===== src/rtl/wr_status_pkg.sv =====
// Shared constants for the write completion status reporter.
package wr_status_pkg;
    localparam int unsigned WSR_DATA_W = 8;   // default read word width
    localparam int unsigned WSR_MIN_W  = 3;   // poll bit, toggle bit, at least one fill bit
endpackage


===== src/rtl/wsr_last_bit.sv =====
// Holds the polling-relevant bit of the last accepted byte load.
// Assumes load_stb is a single-cycle pulse; loads while busy are refused.
module wsr_last_bit (
    input  logic clk,
    input  logic rst_n,
    input  logic busy,
    input  logic load_stb,
    input  logic load_msb,
    output logic last_msb
);
    // Capture the top bit of each load accepted outside a program cycle.
    always_ff @(posedge clk) begin
        if (!rst_n)
            last_msb <= 1'b0;
        else if (load_stb && !busy)
            last_msb <= load_msb;
    end


    busy_blocks_load_chk: assert property (@(posedge clk) disable iff (!rst_n)
        busy |=> $stable(last_msb));

    load_taken_chk: assert property (@(posedge clk) disable iff (!rst_n)
        (load_stb && !busy) |=> (last_msb == $past(load_msb)));
endmodule


===== src/rtl/wsr_toggle.sv =====
// Toggle flip-flop advanced once per read strobe, held between reads.
// Assumes rd_stb is a single-cycle pulse per host read.
module wsr_toggle (
    input  logic clk,
    input  logic rst_n,
    input  logic rd_stb,
    output logic tog
);
    // Flip on every read strobe, keep state otherwise.
    always_ff @(posedge clk) begin
        if (!rst_n)
            tog <= 1'b0;
        else if (rd_stb)
            tog <= ~tog;
    end


    tog_hold_chk: assert property (@(posedge clk) disable iff (!rst_n)
        !rd_stb |=> $stable(tog));
endmodule


===== src/rtl/wsr_read_mux.sv =====
// Selects between status and array data and registers the read word.
// Assumes busy, last_msb and tog are synchronous to clk.
module wsr_read_mux #(
    parameter int unsigned        DATA_W = 8,
    parameter logic [DATA_W-3:0]  FILL   = '0
) (
    input  logic              clk,
    input  logic              rst_n,
    input  logic              busy,
    input  logic              rd_stb,
    input  logic              last_msb,
    input  logic              tog,
    input  logic [DATA_W-1:0] arr_data,
    output logic [DATA_W-1:0] rd_data
);
    localparam int unsigned POLL_BIT = DATA_W - 1;
    localparam int unsigned TOG_BIT  = DATA_W - 2;

    logic [DATA_W-1:0] status_word;

    // Build the word returned while a program cycle runs.
    always_comb begin
        status_word           = '0;
        status_word[POLL_BIT] = ~last_msb;
        status_word[TOG_BIT]  = tog;
        status_word[TOG_BIT-1:0] = FILL;
    end

    // Load the read register only on a read strobe.
    always_ff @(posedge clk) begin
        if (!rst_n)
            rd_data <= '0;
        else if (rd_stb)
            rd_data <= busy ? status_word : arr_data;
    end


    rd_hold_chk: assert property (@(posedge clk) disable iff (!rst_n)
        !rd_stb |=> $stable(rd_data));

    idle_passthru_chk: assert property (@(posedge clk) disable iff (!rst_n)
        (rd_stb && !busy) |=> (rd_data == $past(arr_data)));

    poll_invert_chk: assert property (@(posedge clk) disable iff (!rst_n)
        (rd_stb && busy) |=> (rd_data[POLL_BIT] == ~$past(last_msb)));

    fill_const_chk: assert property (@(posedge clk) disable iff (!rst_n)
        (rd_stb && busy) |=> (rd_data[TOG_BIT-1:0] == FILL));

    tog_shown_chk: assert property (@(posedge clk) disable iff (!rst_n)
        (rd_stb && busy) |=> (rd_data[TOG_BIT] == $past(tog)));
endmodule


===== src/rtl/wr_status_rpt.sv =====
// Write completion status reporter: returns polling and toggle status
// in place of array data while a self-timed program cycle is busy.
// Assumes single-cycle strobes and a busy flag synchronous to clk.
module wr_status_rpt
    import wr_status_pkg::*;
#(
    parameter int unsigned       DATA_W = WSR_DATA_W,
    parameter logic [DATA_W-3:0] FILL   = '0
) (
    input  logic              clk,
    input  logic              rst_n,
    input  logic              busy,
    input  logic              load_stb,
    input  logic              load_msb,
    input  logic              rd_stb,
    input  logic [DATA_W-1:0] arr_data,
    output logic [DATA_W-1:0] rd_data
);
    logic last_msb;
    logic tog;

    // Width guard evaluated once at start.
    initial begin
        width_ok_chk: assert (DATA_W >= WSR_MIN_W);
    end

    wsr_last_bit u_last (
        .clk      (clk),
        .rst_n    (rst_n),
        .busy     (busy),
        .load_stb (load_stb),
        .load_msb (load_msb),
        .last_msb (last_msb)
    );

    wsr_toggle u_tog (
        .clk    (clk),
        .rst_n  (rst_n),
        .rd_stb (rd_stb),
        .tog    (tog)
    );

    wsr_read_mux #(.DATA_W(DATA_W), .FILL(FILL)) u_mux (
        .clk      (clk),
        .rst_n    (rst_n),
        .busy     (busy),
        .rd_stb   (rd_stb),
        .last_msb (last_msb),
        .tog      (tog),
        .arr_data (arr_data),
        .rd_data  (rd_data)
    );
endmodule


===== config.mk =====
export PLATFORM = sky130hd
export DESIGN_NAME = wr_status_rpt
export DESIGN_NICKNAME = d
export VERILOG_FILES = /design/src/rtl/wr_status_pkg.sv /design/src/rtl/wsr_last_bit.sv /design/src/rtl/wsr_toggle.sv /design/src/rtl/wsr_read_mux.sv /design/src/rtl/wr_status_rpt.sv
export SDC_FILE = /design/constraint.sdc
export NUM_CORES = 1
export LEC_CHECK = 0
export CAP_MARGIN = 10
export CORE_AREA = 4 4 41 43
export DETAILED_ROUTE_END_ITERATION = 8
export DIE_AREA = 0 0 45 47
export PLACE_DENSITY = 0.76
export SKIP_LAST_GASP = 1
export SYNTH_ARGS = -nofsm -noshare
export SYNTH_HDL_FRONTEND = slang
export SYNTH_SLANG_ARGS = --single-unit
export TNS_END_PERCENT = 100

===== constraint.sdc =====
create_clock -name clk -period 1.05 [get_ports clk]
set_input_delay 0.21 -clock clk [delete_from_list [all_inputs] [get_ports clk]]
set_output_delay 0.21 -clock clk [all_outputs]
set_load 0.03 [all_outputs]

# Word-level counts from Yosys, hierarchy flattened
# Cells that the tools add are included.
[totals] inputBits=14 elab_cells=8 register_bits=10
[classes] mux=1 bitwise=2 reduce_logical=2
[op_table] cell="two-way mux 8 bit" n=1
[op_table] cell="NOT 1 bit" n=2
[op_table] cell="logical AND 1 bit" n=1
[op_table] cell="zero test 1 bit" n=1

# Logic depth before layout (Yosys ltp)
# Gate-level depths: netlist (run 1).
[depth] ltp_word=2 ltp_mapped=4 ltp_nobuf=3

# Cells and area by module
# From an unflattened synthesis (run 1), not the netlist that was laid out.
[hier_totals] hier_cells=42 area_unflattened_um2=444.2
[by_module_without_submodules] mod="wsr_read_mux" seq_area_each_um2=160.2 cells_each=34 area_per_inst_um2=357.8 n_inst=1
[by_module_without_submodules] mod="wsr_last_bit" seq_area_each_um2=20.0 cells_each=5 area_per_inst_um2=51.3 n_inst=1
[by_module_without_submodules] mod="wsr_toggle" seq_area_each_um2=20.0 cells_each=3 area_per_inst_um2=35.0 n_inst=1

# Worst setup path after synthesis (run 1)
# Ideal clock, no wire load.
[synth_timing] kind="reg2reg" from="register, netlist name u_mux.rd_data[2]" to="register u_mux.rd_data[2]" path_buffers=0 setup_slack_ps=185 arrival_ps=807 t_required_ps=991 stages_incl_launch_ff=4 cell_sequence="dfxtp_1 inv_1 o22ai_1 and2_1"
[synth_rtl] element="to (signal assigned)" line="wsr_read_mux.sv:34" rtl="rd_data <= busy ? status_word : arr_data;"
[synth_rtl] element="to (decl)" line="wsr_read_mux.sv:14" rtl="output logic [DATA_W-1:0] rd_data"

==> results_dict.tcl, run 1 <==
set metrics [dict create \
    outcome "complete, no violations" \
    holdCritStartpoint "busy" \
    chipHeight_um 47 \
    die_w_um 45 \
    use_met2 0.127 \
    grt_pass1_wl_um 1410 \
    synth_flop_cell "dfxtp_1" \
    dpl-instance-area_um2 632 \
    synth_top_area_share 0.500 \
    vias 358 \
    nFillCells 129 \
    syn_area_per_cell_um2 9.31 \
    cts.sinks 10 \
    syn_inst 43 \
    max_freq_mhz 1020 \
    drv_slew 0 \
    clock_skew_ns 0.0000710 \
    tritoncts "done" \
    cp-end-kind "register" \
    ys_ff_latch 10 \
    numPortBuffers 21 \
    final_core_util 0.511 \
    setup.worst_path.start_class "primary input" \
    met1_usage 0.128 \
    top_usage_layer "met1" \
    critical_path_class "primary input to register" \
    rsz0062_at_grt "yes" \
    p_leak_nw 0.286 \
    synthArstFlopShare 0 \
    wire_per_inst_um 10.3 \
    drt-initial-drc-count 1 \
    insertion_delay_ns 0.26 \
    cts_buffers 3 \
    crit_buf_inv 2 \
    clockRootBuffer "clkbuf_4" \
    antenna_found_initial 0 \
    die_area_um2 2120 \
    power.density_nw_per_um2 1250 \
    setup_viol 0 \
    dr.pass1.iters 3 \
    postCtsHoldBufs 0 \
    synth.yosys.seq_area_share 0.500 \
    cp_top_family "buffers and inverters" \
    synth_cell_types 12 \
    routed_wl_um 878 \
    critPathSlowestCell "clkdlybuf4s50_1" \
    detail-route-antenna-nets 0 \
    path_clk_slew_ns 0.06 \
    hold_path.class "primary input to register" \
    synth_most_common_cell "nor2b_1" \
    yosysWarnings 0 \
    ir_worst_vdd_mv 0.962 \
    area_delta_synth_final_pct 65.9 \
    period_needed_ns 0.982 \
    grt_max_degree 10 \
    worst_pin_slew_ns 0.296 \
    clockBufferDepth 2 \
    hold_violations 0 \
    startpoint "rd_stb" \
    antenna_cells 0 \
    worstPathArrival_ns 1.13 \
    post-route-period-util 0.935 \
    place_hpwl_um 714 \
    cp_max_fo 9 \
    htree_levels 1 \
    cp.required_ns 1.20 \
    max_stage_delay_ns 0.50 \
    cap_violations 0 \
    synth_edf_count 0 \
    grt_usage 0.0967 \
    final_nets 86 \
    synthTopCellsByArea "dfxtp_1 50%, nor2b_1 19%, a21oi_1 8.8%" \
    path_cells "clkdlybuf4s50_1, buf_4, o22ai_1, and2_1" \
    start_util 0.308 \
    timing.rr.start "u_mux.rd_data[2]$_SDFFE_PN0P_" \
    synth_commonest_cells "12 x nor2b_1, 10 x dfxtp_1, 7 x a21oi_1, 3 x o21ai_0" \
    core_area_um2 1300 \
    grt_util_met3 0.0345 \
    row_count 13 \
    fin_area_um2 664 \
    grt_pass1_vias 338 \
    syn_area_um2 400 \
    syn_nets 57 \
    gr-total-overflow 0 \
    drc 0 \
    final_layout_size_suffix_gt1_frac 0.243 \
    slew_headroom 0.802 \
    ios 22 \
    synth_top_cell_by_area "dfxtp_1" \
    place_congestion 0.737 \
    viasPerCell 4.21 \
]
-- registers in the layout (all words and copies together), names as in the netlist --
register and flops:
u_tog.tog 1, u_last.last_msb 1, u_mux.rd_data 8
-- kinds of logic after synthesis --
family,Yosys count,synth area share
xor+xnor,1,0.0219
compound gates,11,0.141
mux,2,0.0500
simple gates,17,0.259
buf+inv,2,0.0281
flops,10,0.500
-- layer usage --
layer,part of all wire,wire length (µm)
met1,0.47,414
met4,0,0
met3,0.088,77
met2,0.44,386
met5,0,0
-- cells in the final DEF, fill, tap and decap left out --
cell type,n
clkdlybuf4s50_1,12
buf_4,12
nor2b_1,11
dfxtp_1,10
a21oi_1,7
o21ai_0,3
clkbuf_4,3
mux2i_1,2
and2_1,2
nand2_1,2
nor2b_4,1
nor2b_2,1
xor2_1,1
inv_1,1
o22ai_1,1
dlymetal6s2s_1,1
-- repair_timing --
action                                 in CTS  in global routing
buffers inserted                            0                  0
endpoints found under the hold margin       0                  0
setup endpoints to repair                   0                  6
gates resized for setup                     0                  3
-- final cells by class --
type,count,area [µm²],share of cell area
clock buffer,3,22.5,0.0339
inverter,1,3.75,0.00565
multi-input combinational,31,196,0.296
sequential,10,200,0.301
tap,15,18.8,0.0282
timing repair buffer,25,223,0.335
-- tightest hold or removal path, cell delays in order --
cell and delay [ns]:
dlymetal6s2s_1 0.25, nand2_1 0.08, o21ai_0 0.07, a21oi_1 0.07
-- path summary, 6_finish.rpt --
kind                                    to  slack (ns)  depth (start not counted)
min reg2reg  u_mux.rd_data[6]$_SDFFE_PN0P_        0.53                          2
max reg2reg  u_mux.rd_data[2]$_SDFFE_PN0P_        0.34                          3
min          u_mux.rd_data[7]$_SDFFE_PN0P_        0.47                          4
max          u_mux.rd_data[2]$_SDFFE_PN0P_        0.07                          4
-- per-stage QoR --
stage	setup WS (ns)	instances	hold WS, ns	power, mW	setup TNS (ns)
final	0.0680	85	0.473	0.833	0
after global routing	-0.00532	85	0.485	0.882	-0.00532
after CTS	0.0476	85	0.528	0.845	0
after detailed placement	-0.236	82	0.513	0.588	-1.91
after global placement	-0.234	82	0.512	0.587	-1.79
after floorplan	0.185	43	0.332	0.493	0
-- report_power, final --
group          internal, mW  switching [mW]  total [mW]
Sequential            0.400         0.00966       0.410
Clock                 0.132           0.120       0.252
Combinational        0.0977          0.0735       0.171
Total                 0.630           0.203       0.833
Note: power is estimated with default switching activity, not from simulation.
==> run 2, diff against run 1 <==
--- a/config.mk
+++ b/config.mk
@@ -9,6 +9,7 @@
 export CORE_AREA = 4 4 41 43
 export DETAILED_ROUTE_END_ITERATION = 8
 export DIE_AREA = 0 0 45 47
+export MAX_ROUTING_LAYER = met4
 export PLACE_DENSITY = 0.76
 export SKIP_LAST_GASP = 1
 export SYNTH_ARGS = -nofsm -noshare
==> results of run 2 <==
Final layout, timing and power as in run 1 (identical DEF).
Main changes from that run: final weighted congestion in routability-driven placement 0.737 -> 0.746; overall routing resource usage 0.0967 -> 0.0998
